`src/rtl/brp_pkg.sv`:
```
`timescale 1ns/1ps
package brp_pkg;

    localparam int LAT_W   = 3;
    localparam int CFG_W   = 6;
    localparam int MIN_LAT = 2;
    localparam int RST_LAT = 3;

    typedef enum logic [1:0] {
        ST_IDLE,
        ST_WAIT,
        ST_BEAT
    } brp_state_e;

    typedef struct packed {
        logic             early;
        logic             len8;
        logic [LAT_W-1:0] lat;
        logic             sync;
    } brp_cfg_t;

endpackage

```
`src/rtl/brp_cfg_reg.sv`:
```
`timescale 1ns/1ps
module brp_cfg_reg
    import brp_pkg::*;
(
    input  logic             clk,
    input  logic             rst_n,
    input  logic             we,
    input  logic [CFG_W-1:0] wdata,
    output logic             sync_o,
    output logic             len8_o,
    output logic             early_o,
    output logic [LAT_W-1:0] lat_eff_o
);

    localparam logic [LAT_W-1:0] LAT_FLOOR = LAT_W'(MIN_LAT);
    localparam logic [LAT_W-1:0] LAT_DFLT  = LAT_W'(RST_LAT);

    brp_cfg_t cfg_q;

    // Reset puts the port back into asynchronous reads
    always_ff @(posedge clk or negedge rst_n) begin
        if (!rst_n) begin
            cfg_q.sync  <= 1'b0;
            cfg_q.lat   <= LAT_DFLT;
            cfg_q.len8  <= 1'b0;
            cfg_q.early <= 1'b0;
        end else if (we) begin
            cfg_q <= brp_cfg_t'(wdata);
        end
    end

    always_comb begin
        sync_o    = cfg_q.sync;
        len8_o    = cfg_q.len8;
        early_o   = cfg_q.early;
        lat_eff_o = (cfg_q.lat < LAT_FLOOR) ? LAT_FLOOR : cfg_q.lat;
    end

    AST_LAT_FLOOR: assert property (@(posedge clk) disable iff (!rst_n)
        we |=> (lat_eff_o >= LAT_FLOOR));

endmodule

```
`src/rtl/brp_array.sv`:
```
`timescale 1ns/1ps
module brp_array #(
    parameter int AW = 16,
    parameter int DW = 32
) (
    input  logic [AW-1:0] addr,
    output logic [DW-1:0] word
);

    localparam logic [DW-1:0] MULT = DW'(32'h0001_0001);
    localparam logic [DW-1:0] SALT = DW'(32'hC3A5_0F1E);

    logic [DW+AW-1:0] ext;

    always_comb begin
        ext  = {{DW{1'b0}}, addr};
        word = (ext[DW-1:0] * MULT) ^ SALT;
    end

endmodule

```
`src/rtl/brp_seq.sv`:
```
`timescale 1ns/1ps
module brp_seq
    import brp_pkg::*;
#(
    parameter int AW        = 16,
    parameter int SHORT_LEN = 4,
    parameter int LONG_LEN  = 8
) (
    input  logic             clk,
    input  logic             rst_n,
    input  logic             chip_en,
    input  logic             addr_vld,
    input  logic [AW-1:0]    addr_in,
    input  logic             sync,
    input  logic             len8,
    input  logic             early,
    input  logic [LAT_W-1:0] lat_eff,
    output logic [AW-1:0]    cur_addr,
    output logic             in_beat,
    output logic             eob_lo
);

    localparam int BEAT_W = $clog2(LONG_LEN);
    localparam logic [BEAT_W-1:0] SHORT_LAST = BEAT_W'(SHORT_LEN - 1);
    localparam logic [BEAT_W-1:0] LONG_LAST  = BEAT_W'(LONG_LEN - 1);

    brp_state_e        st_q, st_d;
    logic [LAT_W-1:0]  wcnt_q, wcnt_d;
    logic [BEAT_W-1:0] beat_q, beat_d;
    logic [AW-1:0]     cur_q, cur_d;
    logic [BEAT_W-1:0] last_idx, eob_idx;
    logic              restart;

    always_comb begin
        last_idx = len8 ? LONG_LAST : SHORT_LAST;
        eob_idx  = early ? (last_idx - 1'b1) : last_idx;
        restart  = chip_en && addr_vld && sync;
    end

    // Next-state process
    always_comb begin
        st_d   = st_q;
        wcnt_d = wcnt_q;
        beat_d = beat_q;
        cur_d  = cur_q;
        if (!chip_en || !sync) begin
            st_d  = ST_IDLE;                      // abort
            cur_d = chip_en ? cur_q : '0;
        end else if (restart) begin
            st_d   = ST_WAIT;                     // latch
            wcnt_d = LAT_W'(1);
            cur_d  = addr_in;
        end else begin
            unique case (st_q)
                ST_IDLE: begin
                    st_d = ST_IDLE;
                end
                ST_WAIT: begin
                    if (wcnt_q == (lat_eff - 1'b1)) begin
                        st_d   = ST_BEAT;         // arrive
                        beat_d = '0;
                    end else begin
                        wcnt_d = wcnt_q + 1'b1;
                    end
                end
                ST_BEAT: begin
                    if (beat_q == last_idx) begin
                        st_d = ST_IDLE;           // finish
                    end else begin
                        beat_d = beat_q + 1'b1;
                        cur_d  = cur_q + 1'b1;
                    end
                end
                default: st_d = ST_IDLE;
            endcase
        end
    end

    // State register process
    always_ff @(posedge clk or negedge rst_n) begin
        if (!rst_n) begin
            st_q   <= ST_IDLE;
            wcnt_q <= '0;
            beat_q <= '0;
            cur_q  <= '0;
        end else begin
            st_q   <= st_d;
            wcnt_q <= wcnt_d;
            beat_q <= beat_d;
            cur_q  <= cur_d;
        end
    end

    // Output process
    always_comb begin
        cur_addr = cur_q;
        in_beat  = (st_q == ST_BEAT);
        eob_lo   = (st_q == ST_BEAT) && (beat_q == eob_idx);
    end

    AST_ASYNC_IDLE: assert property (@(posedge clk) disable iff (!rst_n)
        !sync |=> (st_q == ST_IDLE));
    AST_FIRST_BEAT: assert property (@(posedge clk) disable iff (!rst_n)
        (st_q == ST_WAIT && sync && chip_en && !addr_vld && wcnt_q == (lat_eff - 1'b1))
        |=> (st_q == ST_BEAT && beat_q == '0 && cur_q == $past(cur_q)));
    AST_ADDR_STEP: assert property (@(posedge clk) disable iff (!rst_n)
        (st_q == ST_BEAT && beat_q != last_idx && sync && chip_en && !addr_vld)
        |=> (cur_q == $past(cur_q) + 1'b1));
    AST_EOB_SINGLE: assert property (@(posedge clk) disable iff (!rst_n)
        eob_lo |=> !eob_lo);
    AST_CE_CLEAR: assert property (@(posedge clk) disable iff (!rst_n)
        !chip_en |=> (st_q == ST_IDLE && cur_q == '0));
    AST_RESTART: assert property (@(posedge clk) disable iff (!rst_n)
        restart |=> (st_q == ST_WAIT && cur_q == $past(addr_in)));

endmodule

```
`src/rtl/burst_read_port.sv`:
```
`timescale 1ns/1ps
module burst_read_port
    import brp_pkg::*;
#(
    parameter int AW = 16,
    parameter int DW = 32
) (
    input  logic             clk,
    input  logic             rst_n,
    input  logic             chip_en,
    input  logic             addr_vld,
    input  logic             out_en,
    input  logic [AW-1:0]    addr_in,
    input  logic             cfg_we,
    input  logic [CFG_W-1:0] cfg_wdata,
    output logic [DW-1:0]    data_out,
    output logic             data_oe,
    output logic             eob_n,
    output logic             eob_oe,
    output logic [AW-1:0]    arr_addr
);

    logic             sync, len8, early;
    logic [LAT_W-1:0] lat_eff;
    logic [AW-1:0]    cur_addr;
    logic             in_beat, eob_lo;

    brp_cfg_reg u_cfg (
        .clk       (clk),
        .rst_n     (rst_n),
        .we        (cfg_we),
        .wdata     (cfg_wdata),
        .sync_o    (sync),
        .len8_o    (len8),
        .early_o   (early),
        .lat_eff_o (lat_eff)
    );

    brp_seq #(.AW(AW)) u_seq (
        .clk      (clk),
        .rst_n    (rst_n),
        .chip_en  (chip_en),
        .addr_vld (addr_vld),
        .addr_in  (addr_in),
        .sync     (sync),
        .len8     (len8),
        .early    (early),
        .lat_eff  (lat_eff),
        .cur_addr (cur_addr),
        .in_beat  (in_beat),
        .eob_lo   (eob_lo)
    );

    always_comb begin
        arr_addr = sync ? cur_addr : addr_in;
        data_oe  = rst_n && chip_en && out_en && (!sync || in_beat);
        eob_oe   = rst_n && chip_en && out_en;
        eob_n    = !(sync && eob_lo);
    end

    brp_array #(.AW(AW), .DW(DW)) u_arr (
        .addr (arr_addr),
        .word (data_out)
    );

    always_comb begin
        if (rst_n === 1'b0) begin
            AST_RST_FLOAT: assert (!data_oe && !eob_oe);
        end
        if (out_en === 1'b0) begin
            AST_OE_FLOAT: assert (!data_oe && !eob_oe);
        end
    end

endmodule

```
`config.mk`:
```
export PLATFORM = sky130hd
export DESIGN_NAME = burst_read_port
export DESIGN_NICKNAME = d
export VERILOG_FILES = /design/src/rtl/brp_pkg.sv /design/src/rtl/brp_cfg_reg.sv /design/src/rtl/brp_array.sv /design/src/rtl/brp_seq.sv /design/src/rtl/burst_read_port.sv
export SDC_FILE = /design/constraint.sdc
export NUM_CORES = 1
export LEC_CHECK = 0
export ABC_AREA = 0
export BUFFER_PORTS_ARGS = -buffer_cell sky130_fd_sc_hd__buf_2
export CORE_MARGIN = 2
export CORE_UTILIZATION = 51
export DETAILED_ROUTE_END_ITERATION = 7
export GPL_ROUTABILITY_DRIVEN = 0
export PLACE_DENSITY = 0.81
export SLEW_MARGIN = 30
export SYNTH_ARGS = -nofsm -noshare
export SYNTH_HDL_FRONTEND = slang
export SYNTH_HIERARCHICAL = 1
export SYNTH_SLANG_ARGS = --single-unit
export TNS_END_PERCENT = 1
```
`constraint.sdc`:
```
create_clock -name clk -period 2.4 [get_ports clk]
set_input_delay 0.12 -clock clk [delete_from_list [all_inputs] [get_ports clk]]
set_output_delay 0.12 -clock clk [all_outputs]
set_load 0.02 [all_outputs]
```
Yosys cells after proc, flatten, opt, wreduce, memory -nomap -nowiden
Cells that the tools add are included.

storage, ports and cells
  flip-flop bits (word level) = 30
  input bits = 28
  output and inout bits = 51
  word-level logic and storage cells = 69

cells by class
  add/subtract/negate cells = 5
  multipliers = 1
  magnitude comparators = 1
  equal/unequal tests = 12
  multiplexer cells = 20
  bitwise gates (word level) = 3
  reductions and logical operators = 19

operators with widths
  kind                      count
  $mux W16                  6
  $mul A16 B17 Y32 const B  1
  $mux W3                   8
  $add A16 B1 Y16 const B   1
  $not A16 Y16              1
  $eq A3 B3 Y1              3
  $mux W2                   4
  $ne A4 B1 Y1 const B      2
  $logic_and A1 B1 Y1       7
  $add A3 B1 Y3 const B     2
  $pmux W3 S2               1
  $reduce_and A3 Y1         2
  $sub A3 B1 Y3 const B     2
  $reduce_and A5 Y1         1
  $ne A2 B1 Y1 const B      2
  $ne A2 B2 Y1 const B      2
  $pmux W2 S2               1
  $reduce_bool A2 Y1        2
  $logic_not A1 Y1          3
  $lt A3 B2 Y1 const B      1
  $ne A3 B1 Y1 const B      1
  $reduce_bool A3 Y1        1
  $eq A2 B1 Y1 const B      1
  $eq A2 B2 Y1 const B      1
  other kinds (3)           5

Depth between registers and ports, before layout
  depth after elaboration = 8
  mapped depth = 8
  gate-level depth less buffers = 8

By module
The synthesis kept the hierarchy.

modules (own cells, without submodules)
  module           instances  cells an instance  area an instance (um^2)  sequential area each (um^2)
  brp_seq          1          189                1600.3                   600.6
  brp_cfg_reg      1          16                 271.5                    152.6
  burst_read_port  1          22                 262.8                    0.0
  brp_array        1          32                 191.4                    0.0

Worst setup path after synthesis
OpenSTA, ideal clock, no wires.

  path type = reg-to-reg
  start = reg u_cfg/cfg_q[2] (netlist bit)
  end = reg u_seq.wcnt_q[0]
  setup time = 0.135 ns
  data arrival time = 1.714 ns
  required time = 2.265 ns
  path slack = 0.550 ns
  cell stages (with the launch flop) = 9
  path buffers = 0
  period minus slack after synthesis = 1.850 ns
  cell sequence = dfstp_2 o21a_1 inv_1 ha_1 xnor2_1 nor2_1 a21oi_2 mux2i_1 a21oi_1

on the way
  longest elaborated chain between the ends = 6

ends and longest elaborated chain
  item                                RTL line               source
  start, declared                     brp_cfg_reg.sv:18      brp_cfg_t cfg_q;
  start signal, assigned              brp_cfg_reg.sv:28      cfg_q <= brp_cfg_t'(wdata);
  $lt A3 B2 Y1                        brp_cfg_reg.sv:36      lat_eff_o = (cfg_q.lat < LAT_FLOOR) ? LAT_FLOOR : cfg_q.lat;
  $mux W3                             brp_cfg_reg.sv:36
  net lat_eff[0]                      burst_read_port.sv:24  logic [LAT_W-1:0] lat_eff;
  $sub A3 B1 Y3                       brp_seq.sv:59          if (wcnt_q == (lat_eff - 1'b1)) begin
  $eq A3 B3 Y1                        brp_seq.sv:59
  $ne A2 B1 Y1 (no source line)       --
  $reduce_and A3 Y1 (no source line)  --
  end signal, assigned                brp_seq.sv:88          wcnt_q <= wcnt_d;
  end, declared                       brp_seq.sv:28          logic [LAT_W-1:0] wcnt_q, wcnt_d;

The timed path passes the listed nets, and every way through them passes these cells.
A chain may end at the register's enable or synchronous reset.

Worst setup path after layout
Ends and elaborated chain as after synthesis.

==> reports/results.txt <==
status: finished clean
Routed Antenna Nets: 0
critical path peak fanout: 5
VDD IR-drop max: 376 uV
Reg clk slew, reported paths: 0.06 ns
Post-Route WL: 5090 microns
critical path arrival: 2.14 ns
PwrDens: 599 nW/um^2
Cell Area, Synth: 2330 sq um
area grow syn2layout: 16.4%
most frequent cells in the layout: buf_2 (78), dfrtp_1 (28), nand2_1 (27), inv_1 (20), o21ai_0 (15)
Final Hold Fails: 0
met3 WL post-DR: 393 microns
Post-Syn Nets: 291
pins over their slew limit: 0
ANT cells: 0
Req. time, crit path: 2.54 ns
endpoint class of the critical path: flop
Global Route Usage Sum: 0.206
Seq/Total Area, Yosys: 0.324
Yosys warning count: 6
Max-Cap Viols: 0
H-tree Lvls: 2
Tightest Pin Transition: 0.576 ns
drt pass-1 iters: 4
syn_area_per_cell: 8.98 sq um
CTS max path bufs: 2
drt initial violations: 143
# IOs: 79
RSZ-0062 raised after global routing: no
Synth async-reset ratio: 1.00
core area: 4380 sq um
Finished Layout Cells: 374
fin worst setup slack: 0.394 ns
clock root buffer master: clkbuf_8
Yosys reg bits: 30
commonest non-fill, non-tap cell in the layout: buf_2
Min-Delay Path Class: in2reg
die height: 71.5 microns
EDFF count, synth: 0
Slowest-stage cell, CP: dfstp_2
FP Rows: 24
Worst-Skew Late Latency: 0.28 ns
Finish-stage setup viols: 0
clock skew: 0.00594 ns
routed length on met2: 2470 microns
Tmin final: 2.01 ns
vias in the first global route: 1,848
worst-path cell chain: o21a_1 > inv_1 > ha_1 > xnor2_1 > nor2_1 > a21oi_2 > mux2i_1 > a21oi_1
DR vias: 2,052
antenna violations before repair: 0
CTS tree: built
via/cell ratio: 5.49
Die Width: 71.5 microns
FMAX: 498 MHz
Cell variety after synth: 53
Post CTS Setup Buffer Count: 0
main flop type after synthesis: dfrtp_1
P_leak: 0.00133 uW
DP Worst Slack: 0.405 ns
Reg2Reg Depth: 8
Starting Density: 0.531
CTS Hold Bufs: 1
CP Launch Type: flop
M1 wire length: 2150 microns
fraction of layout cells with a size suffix above 1: 0.388
Synth Instances: 259
Detailed Place HPWL: 3740 microns
final core occ: 0.618
crit-path max cell delay: 0.54 ns
fin crit share: 0.836
kind of critical path: reg2reg
Die Area: 5120 sq um
global-route wire length before repair: 8420 microns
# nets final: 353
grt ovf: 0
cts repair resizes: 0
port bufs: 78
highest metal layer with signal wires: met4
post-DR wirelength/cell: 13.6 microns
clk sinks: 30
total power: 1620 uW
Placed Cells: 365
Rel. slew slack: 0.616
setup_tns: 0 ns
DRC: 0
total CTS buffers: 5
largest net degree at the start of global routing: 31
cell count of the worst hold path: 2
-- cell type report --
type                    instances  area (sq um)
clock inverters                 1          5.00
clock buffers                   7          86.3
well taps                      52          65.1
repair buffers                 87           460
fillers                       383          1680
flip-flops and latches         30           753
inverters                      20          75.1
multi-input cells             177          1260
-- Yosys cell counts (3+ instances only) --
cell | count | area, sq um
a211oi_1 | 8 | 60.1
a21oi_1 | 6 | 30.0
a31oi_1 | 3 | 18.8
and3_1 | 4 | 25.0
buf_2 | 4 | 20.0
buf_4 | 19 | 143
buf_6 | 3 | 33.8
clkbuf_1 | 5 | 18.8
dfrtp_1 | 28 | 701
ha_1 | 4 | 50.1
inv_1 | 20 | 75.1
mux2_2 | 8 | 90.1
mux2_4 | 14 | 210
mux2i_1 | 3 | 30.0
nand2_1 | 27 | 101
nand2b_1 | 4 | 25.0
nand3_1 | 9 | 45.0
nand4_1 | 3 | 18.8
nor2_1 | 14 | 52.6
nor3_1 | 8 | 40.0
o211ai_1 | 3 | 22.5
o21ai_0 | 15 | 75.1
o31ai_1 | 7 | 52.6
xnor2_1 | 4 | 35.0
-- worst max-delay path, delay by kind of cell, from the launching register on --
kind / cells / cell delay, ns
muxes: 1 / 0.21
AOI/OAI and AO/OA: 3 / 0.50
xor gates and xnor gates: 1 / 0.17
and+or+nand+nor: 1 / 0.09
buffers and inverters: 1 / 0.06
adders and majority gates: 1 / 0.29
DFF: 1 / 0.54
-- metrics by stage --
stage               hold WS, ns  instance area (sq um)
CTS                      0.0575                   2710
global placement          0.175                   2610
detailed placement        0.183                   2610
global route             0.0552                   2710
finish                   0.0660                   2710
floorplan                -0.176                   2330
-- path summary, 6_finish.rpt --
kind                                                   from                     endpoint  slack (ns)
max in group asynchronous                             rst_n   u_cfg/cfg_q[1]$_DFFE_PN1P_        1.69
worst max register to register   u_cfg/cfg_q[2]$_DFFE_PN1P_  u_seq/wcnt_q[0]$_DFFE_PN0P_        0.39
min in group asynchronous                             rst_n   u_cfg/cfg_q[3]$_DFFE_PN0P_        0.39
worst min register to register  u_seq/beat_q[2]$_DFFE_PN0P_  u_seq/beat_q[2]$_DFFE_PN0P_        0.54
worst min-delay path                           cfg_wdata[5]    u_cfg/early_o$_DFFE_PN0P_        0.07
worst max-delay path             u_cfg/cfg_q[2]$_DFFE_PN1P_  u_seq/wcnt_q[0]$_DFFE_PN0P_        0.39
-- cells by family after synthesis --
| group | synth area share |
|---|---|
| fa+ha+maj | 0.0215 |
| flops | 0.324 |
| mux | 0.142 |
| compound gates | 0.168 |
| buf+inv | 0.133 |
| xor+xnor | 0.0258 |
| simple gates | 0.186 |
-- metal layers --
layer | up-vias | global-route usage
met3 | 5 | 0.0492
met2 | 79 | 0.344
met4 | 0 | 0.0713
met5 | - | 0
li1 | 1018 | -
met1 | 950 | 0.263
-- sequential cells by signal, indices dropped and copies added, names as in the netlist --
signal	flops
u_cfg/cfg_q	3
u_seq/wcnt_q	3
u_cfg/len8_o	1
u_seq/cur_addr	16
u_cfg/sync_o	1
u_seq/beat_q	3
u_seq/st_q	2
u_cfg/early_o	1
-- report_power, final --
part	internal (uW)	switching (uW)	total (uW)
registers	559	67.7	627
logic	237	337	574
clock network	231	191	422
total	1030	596	1620
Power figures use the tool's default switching activity.
